`config.mk`:
```
export PLATFORM = sky130hd
export DESIGN_NAME = mdata_buf
export DESIGN_NICKNAME = d
export VERILOG_FILES = /design/src/rtl/mdata_buf.sv
export SDC_FILE = /design/constraint.sdc
export NUM_CORES = 1
export LEC_CHECK = 0
export ABC_AREA = 1
export BUFFER_PORTS_ARGS = -buffer_cell sky130_fd_sc_hd__buf_2
export CORE_MARGIN = 5
export CORE_UTILIZATION = 54
export CTS_CLUSTER_SIZE = 14
export DETAILED_ROUTE_END_ITERATION = 8
export PLACE_DENSITY = 0.8
export SYNTH_ARGS = -nofsm -noshare
export SYNTH_HDL_FRONTEND = slang
export SYNTH_SLANG_ARGS = --single-unit
```
`constraint.sdc`:
```
create_clock -name clk -period 3 [get_ports clk]
set_input_delay 0.3 -clock clk [delete_from_list [all_inputs] [get_ports clk]]
set_output_delay 0.3 -clock clk [all_outputs]
set_load 0.01 [all_outputs]
```
`src/rtl/mdata_buf.sv`:
```
module mdata_buf #(
  parameter int DEPTH = 4,
  parameter int W     = 8,
  parameter int LW    = $clog2(DEPTH + 1)
) (
  input  logic               clk,
  input  logic               rst_n,
  input  logic               wr_en,
  input  logic [W-1:0]       wr_data,
  input  logic               rd_en,
  output logic [W-1:0]       rd_data,
  input  logic               ld_en,
  input  logic [DEPTH*W-1:0] ld_data,
  input  logic [LW-1:0]      ld_cnt,
  input  logic               flush,
  output logic [LW-1:0]      level,
  output logic               has_data,
  output logic               is_full
);
  localparam logic [LW-1:0] TOP = LW'(DEPTH);
  localparam logic [LW-1:0] ONE = LW'(1);

  logic [W-1:0]  mem   [DEPTH];
  logic [W-1:0]  mem_n [DEPTH];
  logic [LW-1:0] lv_n;
  logic          has_n, full_n;
  logic          ld_ok;

  assign rd_data = (level == '0) ? {W{1'b1}} : mem[0];
  assign ld_ok   = ld_en && ld_cnt != '0 && ld_cnt <= TOP;

  always_comb begin
    for (int i = 0; i < DEPTH; i++) mem_n[i] = mem[i];
    lv_n   = level;
    has_n  = has_data;
    full_n = is_full;
    if (flush) begin
      for (int i = 0; i < DEPTH; i++) mem_n[i] = '0;
      lv_n   = '0;
      has_n  = 1'b0;
      full_n = 1'b0;
    end else if (ld_ok) begin
      for (int i = 0; i < DEPTH; i++) mem_n[i] = ld_data[i*W +: W];
      lv_n  = ld_cnt;
      has_n = 1'b1;
      if (ld_cnt == TOP) full_n = 1'b1;
    end else begin
      if (rd_en && level != '0) begin
        for (int i = 0; i < DEPTH - 1; i++) mem_n[i] = mem[i+1];
        mem_n[DEPTH-1] = '0;
        if (level == TOP) full_n = 1'b0;
        if (level == ONE) has_n  = 1'b0;
        lv_n = level - ONE;
      end
      if (wr_en && lv_n < TOP) begin
        for (int i = 0; i < DEPTH; i++)
          if (LW'(i) == lv_n) mem_n[i] = wr_data;
        lv_n = lv_n + ONE;
        if (lv_n == ONE) has_n  = 1'b1;
        if (lv_n == TOP) full_n = 1'b1;
      end
    end
  end

  always_ff @(posedge clk) begin
    if (!rst_n) begin
      for (int i = 0; i < DEPTH; i++) mem[i] <= '0;
      level    <= '0;
      has_data <= 1'b0;
      is_full  <= 1'b0;
    end else begin
      for (int i = 0; i < DEPTH; i++) mem[i] <= mem_n[i];
      level    <= lv_n;
      has_data <= has_n;
      is_full  <= full_n;
    end
  end
endmodule

```
==> results.md, run 1 <==
* Post-CTS Hold Fix Bufs at 0
* Min Tclk post-route at 2614 ps
* Hold Path Class: primary input to flop
* Worst-path clk slew at 70 ps
* Diode count at 0
* CP max-delay cell: ha_1
* Syn Nets at 523
* CTS tree: yes
* WP data arrival at 2810 ps
* Layout area overhead at 13.97%
* Worst-Margin Slew at 668.9 ps
* Setup CP Type: flop to flop
* Clock Root Buffer: clkbuf_8
* Clock Tree Buf Depth at 2
* Startpoint types: flop
* Core Area at 4786 µm²
* All-Layer GR Usage at 24.17%
* IO Port Bufs at just over 60
* WL met1 at 3.564 mm
* GP Congestion at about 0.87
* Critical path endpoint category: flop
* Inserted Clock Buffers at 5
* PwrDens at 444.6 nW/µm²
* Pwr Total at around 1.4 mW
* Hold WS at 285.5 ps
* Std cell rows at 25
* Status: finished clean
* Layout cell share with drive strength beyond 1 at 17.60%
* Fmax at 0.3826 GHz
* WP buf/inv at 2
* I/O pin count at 62
* Die area at roughly 6500 µm²
* Die Ht at 80.55 µm
* CP max stage delay at 520 ps
* Mapped Cells at 470
* Final nets at 570
* Overflow left after global routing at 0
* Antenna violations before repair at 0
* Crit-path leading delay family: simple AND/OR/NAND/NOR gates
* DR vias at 3044
* Total negative slack at 0 ps
* First-pass GRT wire length at 12.58 mm
* Worst relative slew slack at roughly 55%
* Avg Cell Area, Syn at 5.718 µm²
* Clock latency at the later pin of the worst-skew pair at 290 ps
* FF+latch count, synth at 37
* WL final at 7.563 mm
* Detailed placement HPWL at 5.126 mm
* Final ANT Viol Nets at 0
* RSZ-0062 raised after global routing: no
* Number of max-cap violations at 0
* # resized after CTS at 0
* Die Wd at ~81 µm
* Critical Path RT at 3190 ps
* Initial DRC Count at 345
* TritonRoute pass-1 iters at 5
* Cell variety after synth at 23
* VDD IR max at approximately 230 µV
* H-tree Lvls at 2
* Routed length on met3 at 565 µm
* Vias in the first global route at around 2800
* Leak pwr at 1.692 nW
* DRC errors left at 0
* Sequential share of the synthesized area at 27.56%
* Final worst-path cycle share at 87.13%
* Ys Warns at 0
* CP cell instances: inv_1, ha_1, nand2_2, nand2_2, nand2_1, nand2_2, nor2_1, ha_1, o21ai_0, nand2_1, nand3_1, nand2_1, inv_1
* Worst setup margin at 386.2 ps
* Initial Util at approximately 56%
* Vias per cell at 5.212
* Critical Path Fanout Max at 17
* Number of setup buffers added after CTS at 0
* CTS sink cnt at 37
* Met2 WL at 3.380 mm
* Routed WL per cell at 12.95 µm
* Largest net degree at the start of global routing at 66
* Top Metal Used: met4
* Clock Skew at around 7.5 ps
* Fin. Hold Viols at 0
* Slew Viols, Final at 0
* Setup violations, final at 0
* Dpl ws at roughly 430 ps
* Post-synthesis cell area at roughly 2700 µm²
sequential cells by signal, summed over array words and instances, names as in the netlist:
name      count
has_data      1
is_full       1
level         3
mem          32
stage by stage:
stage / util (%) / area (µm²) / std cells
finish: 64.00 / 3063 / 584
global route: 64.00 / 3063 / 584
CTS: 64.00 / 3063 / 584
detailed placement: 62.20 / 2977 / 577
global placement: 62.20 / 2977 / 577
floorplan: - / 2688 / 470
per-layer routing:
| layer | global-route usage, % | vias to the layer above |
|---|---|---|
| li1 | - | 1560 |
| met1 | 32.86 | 1358 |
| met2 | 39.57 | 121 |
| met3 | 4.484 | 5 |
| met4 | 5.405 | 0 |
| met5 | 0 | - |
final timing paths:
path,startpoint,endpoint,slack [ps],cells past startpoint
min reg2reg,is_full,is_full,560,2
max,level[0],mem[3][6],390,13
max reg2reg,level[0],mem[3][6],390,13
min,flush,is_full,290,4
report_power, final:
part	internal, mW	total, mW	switching [mW]
clock	0.183	0.363	0.181
combinational	0.154	0.465	0.311
sequential	0.518	0.534	0.0157
cells in the final DEF, fill, tap and decap left out, drive strengths merged:
cell / n
a21oi: 5
a31oi: 1
buf: 67
clkbuf: 7
clkinv: 2
dfxtp: 37
ha: 4
inv: 52
nand2: 146
nand3: 74
nand3b: 2
nand4: 1
nor2: 74
o21ai: 45
worst reg2reg max path, stage by stage, from the launching register on:
cell and delay, ps:
dfxtp_1 400, inv_1 120, ha_1 270, nand2_2 240, nand2_2 150, nand2_1 100, nand2_2 110, nor2_1 130
ha_1 520, o21ai_0 180, nand2_1 100, nand3_1 70, nand2_1 80, inv_1 40
area by class of cell:
class                      instances  area (µm²)
fill                             461        1723
multi-input combinational        352        1599
sequential                        37       740.7
timing repair buffer              67       350.3
inverter                          54       202.7
clock buffer                       7       86.33
tap                               67       83.83
synthesized netlist by cell type, drive strengths merged:
library cell	instances	area, µm²
nand4	1	6.260
inv	52	195.2
clkbuf	15	56.30
ha	4	50.05
o21ai	45	225.2
a31oi	1	6.260
clkinv	2	7.510
buf	12	88.82
nand3b	2	15.01
nand2	146	573.1
dfxtp	37	740.7
nand3	74	375.4
a21oi	5	47.54
nor2	74	300.3
cells by family after synthesis:
family / after synthesis / synth area share, %
and+or+nand+nor: 297 / 47.25
AOI/OAI and AO/OA: 51 / 10.38
DFF: 37 / 27.56
buffers and inverters: 81 / 12.94
adders and majority gates: 4 / 1.862
Power figures use the tool's default switching activity.
==> run 2, diff against run 1 <==
Settings changed: CORE_MARGIN 5 to 1, CORE_UTILIZATION 54 to 30, GPL_TIMING_DRIVEN set to 0, PLACE_DENSITY 0.8 to not set.
==> results.md, run 2 (synthesis gave the netlist of run 1 again) <==
* VDD IR max at 152.4 µV (was 228.6 µV)
* Routed WL per cell at 13.16 µm (was 12.95 µm)
* GP Congestion at 0.8691 (was 0.8743)
* Reg2reg path depth at 16 (was 13)
* CTS tree: yes (unchanged)
* Die area at 9341 µm² (was 6488 µm²)
* WHS Endpoint: is_full (unchanged)
* Fmax at 0.3671 GHz (was 0.3826 GHz)
* DRC errors left at 0 (unchanged)
* Worst-path clk slew at 80 ps (was 70 ps)
* GR Layer Usage met1 at 23.43% (was 32.86%)
* H-tree Lvls at 2 (unchanged)
* WL final at 8.503 mm (was 7.563 mm)
* Die Ht at 96.65 µm (was 80.55 µm)
* Status: finished clean (unchanged)
* All-Layer GR Usage at 17.98% (was 24.17%)
* Critical Path Fanout Max at 10 (was 17)
* Most frequent cells in the layout: 136 x nand2_1, 73 x nand3_1, 71 x nor2_1, 65 x buf_2, 50 x inv_1 (was 136 x nand2_1, 73 x nand3_1, 71 x nor2_1, 61 x buf_2, 50 x inv_1)
* I/O pin count at 62 (unchanged)
* Core Area at 8678 µm² (was 4786 µm²)
* Clock Skew at 6.018 ps (was 7.461 ps)
* Most common cell after layout, fill and taps aside: nand2_1 (unchanged)
* Initial Util at 30.97% (was 56.16%)
* Final nets at 590 (was 570)
* Total negative slack at 0 ps (unchanged)
* First-pass GRT wire length at 13.55 mm (was 12.58 mm)
* WP buf/inv at 5 (was 2)
* Overflow left after global routing at 0 (unchanged)
* Slew Viols, Final at 0 (unchanged)
* Worst r2r src: level[0] (unchanged)
* Critical path endpoint category: flop (unchanged)
* WP data arrival at 2920 ps (was 2810 ps)
* PwrDens at 429.3 nW/µm² (was 444.6 nW/µm²)
* Fin. Hold Viols at 0 (unchanged)
* Clock Tree Buf Depth at 2 (unchanged)
* Diode count at 0 (unchanged)
* Hold Path Class: primary input to flop (unchanged)
* Worst relative slew slack at 64.80% (was 55.41%)
* Largest net degree at the start of global routing at 11 (was 66)
* Std cell rows at 34 (was 25)
* Detailed placement HPWL at 6.601 mm (was 5.126 mm)
* R2r setup slk at 280 ps (was 390 ps)
* GR met3 Demand/Resource at 3.974% (was 4.484%)
* Clock latency at the later pin of the worst-skew pair at 290 ps (about the same)
* Startpoint types: flop (unchanged)
* Inserted Clock Buffers at 5 (unchanged)
* Vias per cell at 4.842 (was 5.212)
* Leak pwr at 1.728 nW (was 1.692 nW)
* Met2 GRT Util at 29.09% (was 39.57%)
* Layout area overhead at 19.23% (was 13.97%)
* Die Wd at 96.65 µm (was 80.55 µm)
* RSZ-0062 raised after global routing: no (unchanged)
* Worst-Margin Slew at 528.0 ps (was 668.9 ps)
* Antenna violations before repair at 0 (unchanged)
* Crit-path leading delay family: buffers and inverters (was simple AND/OR/NAND/NOR gates)
* WHS Path Cells at 4 (unchanged)
* Number of max-cap violations at 0 (unchanged)
* Max reg flops at 32 (unchanged)
* CP max stage delay at 410 ps (was 520 ps)
* FF-to-FF End: mem[3][6] (unchanged)
* Layout cell share with drive strength beyond 1 at 17.66% (was 17.60%)
* Largest Register: mem (unchanged)
* Clock Root Buffer: clkbuf_8 (unchanged)
* Vias in the first global route at 2818 (was 2809)
* GRT Max-Usage Layer: met2 (unchanged)
* Number of setup buffers added after CTS at 0 (unchanged)
* CP max-delay cell: dfxtp_1 (was ha_1)
* IO Port Bufs at 60 (was 61)
* Setup CP Type: flop to flop (unchanged)
* CP cell instances: inv_1, ha_1, nand2_2, nand2_2, buf_6, nand2_1, nand2_2, nor2_1, ha_1, buf_1, clkbuf_2, o21ai_0, nand2_1, nand3_1, nand2_1, inv_1 (was inv_1, ha_1, nand2_2, nand2_2, nand2_1, nand2_2, nor2_1, ha_1, o21ai_0, nand2_1, nand3_1, nand2_1, inv_1)
* Hold_sp: flush (unchanged)
* Largest registers: mem: 32 flops, level: 3 flops (unchanged)
* DR vias at 3128 (was 3044)
* TritonRoute pass-1 iters at 5 (unchanged)
* Critical Path RT at 3200 ps (was 3190 ps)
* Initial DRC Count at 290 (was 345)
* CTS sink cnt at 37 (unchanged)
* Final ANT Viol Nets at 0 (unchanged)
* Setup violations, final at 0 (unchanged)
* Final worst-path cycle share at 90.81% (was 87.13%)
* Hold WS at 287.4 ps (was 285.5 ps)
* CP startpoint: level[0] (unchanged)
* Min Tclk post-route at 2724 ps (was 2614 ps)
## run 2: cell types whose count changed in the layout (fill, tap and decap cells not counted)
cell	delta
clkbuf_2	+1
buf_1	+1
clkbuf_1	+16
buf_4	-4
clkbuf_8	-1
buf_2	+4
buf_6	+4
## run 2: routing by layer
layer | routed length, µm | vias to the layer above
li1 | - | 1606
met4 | 188 | 0
met1 | 3908 | 1383
met5 | 0 | -
met2 | 3796 | 120
met3 | 609 | 19
## run 2: tightest hold or removal path, cell delays in order
cell and delay, ps:
buf_2 70, nor2_1 40, o21ai_0 70, a31oi_1 50
## run 2: timing repair
action | 4_1_cts | 5_1_grt
gates resized for setup | 0 | 2
hold buffers | 0 | 0
setup endpoints to repair | 0 | 8
## run 2: metrics by stage
stage	setup slack (ps)	instances	utilization, %	cell area, µm²	power (mW)
floorplan	607.9	470	-	2688	0.8790
global placement	253.0	638	35.99	3123	1.029
detailed placement	161.0	638	35.99	3123	1.037
CTS	125.9	646	36.91	3203	1.381
global route	8.777	646	36.92	3204	1.465
finish	275.6	646	36.92	3204	1.376
## run 2: worst max-delay path by stage
| stage | to | slack (ps) | depth (start not counted) |
|---|---|---|---|
| CTS | mem[3][6] | 130 | 16 |
| floorplan | mem[3][5] | 610 | 16 |
| finish | mem[3][6] | 280 | 16 |
| detailed placement | mem[3][6] | 160 | 16 |
| global route | mem[3][6] | 9 | 16 |
| global placement | mem[3][6] | 250 | 16 |
## run 2: power by group
| group | total [mW] | switching (mW) | internal (mW) | leakage, nW |
|---|---|---|---|---|
| logic | 0.494 | 0.323 | 0.170 | 1.39 |
| registers | 0.535 | 0.0164 | 0.518 | 0.302 |
| clock network | 0.348 | 0.182 | 0.165 | 0.0395 |
## run 2: cell type report
class	instances	area [µm²]
Tap cell	108	135.1
Multi-Input combinational cell	352	1599
Sequential cell	37	740.7
Inverter	54	202.7
Buffer	27	146.4
Fill cell	1005	5474
Clock buffer	8	80.08
Timing Repair Buffer	60	300.3
==> run 3, diff against run 2 <==
Settings changed: CELL_PAD_IN_SITES_DETAIL_PLACEMENT set to 0, CELL_PAD_IN_SITES_GLOBAL_PLACEMENT set to 1, PLACE_DENSITY_LB_ADDON set to 0.1.
Clock period 3 ns to 3.1 ns, I/O delays scaled along.
==> results.md, run 3 (synthesis gave the netlist of run 1 again) <==
* Layout area overhead at 19.32% (was 19.23%)
* # resized after CTS at 0 (unchanged)
* All-Layer GR Usage at 20.25% (was 17.98%)
* Hold_sp: flush (unchanged)
* CP max stage delay at 400 ps (was 410 ps)
* Overflow left after global routing at 0 (unchanged)
* Critical Path RT at 3300 ps (was 3200 ps)
* WHS Endpoint: is_full (unchanged)
* Routed WL per cell at 14.33 µm (was 13.16 µm)
* VDD IR max at 193.6 µV (was 152.4 µV)
* Number of setup buffers added after CTS at 0 (unchanged)
* CP max-delay cell: dfxtp_1 (unchanged)
* R2r setup slk at 430 ps (was 280 ps)
* Total negative slack at 0 ps (unchanged)
* DR vias at 3007 (was 3128)
* Worst-path clk slew at 80 ps (about the same)
* Critical path endpoint category: flop (unchanged)
* Std cell rows at 34 (unchanged)
* Clock latency at the later pin of the worst-skew pair at 290 ps (about the same)
* Final ANT Viol Nets at 0 (unchanged)
* Clock Root Buffer: clkbuf_8 (unchanged)
* Largest registers: mem: 32 flops, level: 3 flops (unchanged)
* GP Congestion at 0.8037 (was 0.8691)
* Slew Viols, Final at 0 (unchanged)
* Sw Pwr at 530.1 µW (was 521.7 µW)
* Reg2reg path depth at 16 (unchanged)
* Die area at 9341 µm² (unchanged)
* Clock power frac at 25.9% (was 25.3%)
* WL final at 9.258 mm (was 8.503 mm)
* Die Wd at 96.65 µm (unchanged)
* Worst r2r src: level[0] (unchanged)
* Initial Util at 30.97% (unchanged)
* Startpoint types: flop (unchanged)
* Internal Power at 822.6 µW (was 853.9 µW)
* Number of max-cap violations at 0 (unchanged)
* First-pass GRT wire length at 14.97 mm (was 13.55 mm)
* Core Area at 8678 µm² (unchanged)
* Largest Register: mem (unchanged)
* Multi-input logic area at 1599 µm² (unchanged)
* Critical Path Fanout Max at 10 (unchanged)
* Inserted Clock Buffers at 5 (unchanged)
* Most common cell after layout, fill and taps aside: nand2_1 (unchanged)
* Die Ht at 96.65 µm (unchanged)
* CP cell instances: inv_1, ha_1, nand2_2, nand2_2, buf_6, nand2_1, nand2_2, nor2_1, ha_1, buf_1, clkbuf_2, o21ai_0, nand2_1, nand3_1, nand2_1, inv_1 (unchanged)
* Status: finished clean (unchanged)
* DRC errors left at 0 (unchanged)
* Layout cell share with drive strength beyond 1 at 18.03% (was 17.66%)
* Pwr Total at 1.353 mW (was 1.376 mW)
* WHS Path Cells at 4 (unchanged)
* Max reg flops at 32 (unchanged)
* Sequential share of power at 38.2% (was 38.9%)
* Worst-Margin Slew at 612.9 ps (was 528.0 ps)
* Setup violations, final at 0 (unchanged)
* PwrDens at 421.8 nW/µm² (was 429.3 nW/µm²)
* Vias in the first global route at 2906 (was 2818)
* TritonRoute pass-1 iters at 4 (was 5)
* CP startpoint: level[0] (unchanged)
* CTS sink cnt at 37 (unchanged)
* Antenna violations before repair at 0 (unchanged)
* FF-to-FF End: mem[3][1] (was mem[3][6])
* Diode count at 0 (unchanged)
* Largest net degree at the start of global routing at 12 (was 11)
* Fmax at 0.3748 GHz (was 0.3671 GHz)
* Net Sw Frac at 39.19% (was 37.93%)
* Initial DRC Count at 146 (was 290)
* Leak pwr at 1.734 nW (was 1.728 nW)
* Setup CP Type: flop to flop (unchanged)
* Min Tclk post-route at 2668 ps (was 2724 ps)
* Detailed placement HPWL at 7.083 mm (was 6.601 mm)
* Clock Skew at 4.508 ps (was 6.018 ps)
* Post-CTS Hold Fix Bufs at 0 (unchanged)
* Most frequent cells in the layout: 136 x nand2_1, 73 x nand3_1, 71 x nor2_1, 65 x buf_2, 50 x inv_1 (unchanged)
* Fin. Hold Viols at 0 (unchanged)
* Final worst-path cycle share at 86.06% (was 90.81%)
* Final nets at 590 (unchanged)
* Hold WS at 295.8 ps (was 287.4 ps)
* Worst relative slew slack at 59.14% (was 64.80%)
* Register area at 740.7 µm² (unchanged)
* I/O pin count at 62 (unchanged)
* H-tree Lvls at 2 (unchanged)
* WP data arrival at 2870 ps (was 2920 ps)
* Placed cell area at 3123 µm² (unchanged)
* RSZ-0062 raised after global routing: no (unchanged)
* CTS tree: yes (unchanged)
* Post-route cell area at 3207 µm² (was 3204 µm²)
* Fillers at 1032 (was 1005)
* Hold Path Class: primary input to flop (unchanged)
* Clock Tree Buf Depth at 2 (unchanged)
* Vias per cell at 4.655 (was 4.842)
* IO Port Bufs at 60 (unchanged)
* Combinational group share of total power at 35.8% (was 35.9%)
==> run 3: power by group through the flow <==
stage	clock network [mW]	logic [mW]	registers [mW]
2_1_floorplan	0	0.325	0.525
3_3_place_gp	0	0.485	0.529
3_5_place_dp	0	0.487	0.529
4_1_cts	0.363	0.489	0.517
5_1_grt	0.379	0.548	0.520
6_report	0.351	0.485	0.517
==> run 3: routing by layer <==
| layer | part of all wire, % | up-vias | GRT usage [%] |
|---|---|---|---|
| li1 | - | 1600 | - |
| met1 | 49 | 1330 | 27.13 |
| met2 | 46 | 71 | 34.07 |
| met3 | 4.7 | 6 | 3.179 |
| met4 | 0.70 | 0 | 4.592 |
| met5 | 0 | - | 0 |
==> run 3: layout make-up <==
type / instances / area share [%]
Clock inverter: 2 / 0.3121
Timing Repair Buffer: 60 / 9.364
Tap cell: 108 / 4.214
Inverter: 54 / 6.321
Sequential cell: 37 / 23.10
Clock buffer: 6 / 2.263
Multi-Input combinational cell: 352 / 49.86
Buffer: 27 / 4.565
==> run 3: through the flow <==
step | util, % | instances | worst slack [ps]
after floorplan | - | 470 | 707.9
after global placement | 35.99 | 638 | 283.5
after detailed placement | 35.99 | 638 | 307.4
after CTS | 36.94 | 646 | 287.9
after global routing | 36.95 | 646 | 74.02
final | 36.95 | 646 | 432.1
==> run 3: worst max path at each step <==
stage	to	slack (ps)	cells after the start
6_report	mem[3][1]	430	16
3_5_place_dp	mem[3][1]	310	16
3_3_place_gp	mem[3][1]	280	16
5_1_grt	mem[3][3]	70	16
4_1_cts	mem[3][1]	290	16
2_1_floorplan	mem[3][5]	710	16
==> run 3: worst max-delay path, delay by kind of cell, from the launching register on <==
family,cells,cell delay (ps)
buf+inv,5,870
flops,1,400
simple gates,8,750
compound gates,1,120
fa+ha+maj,2,430
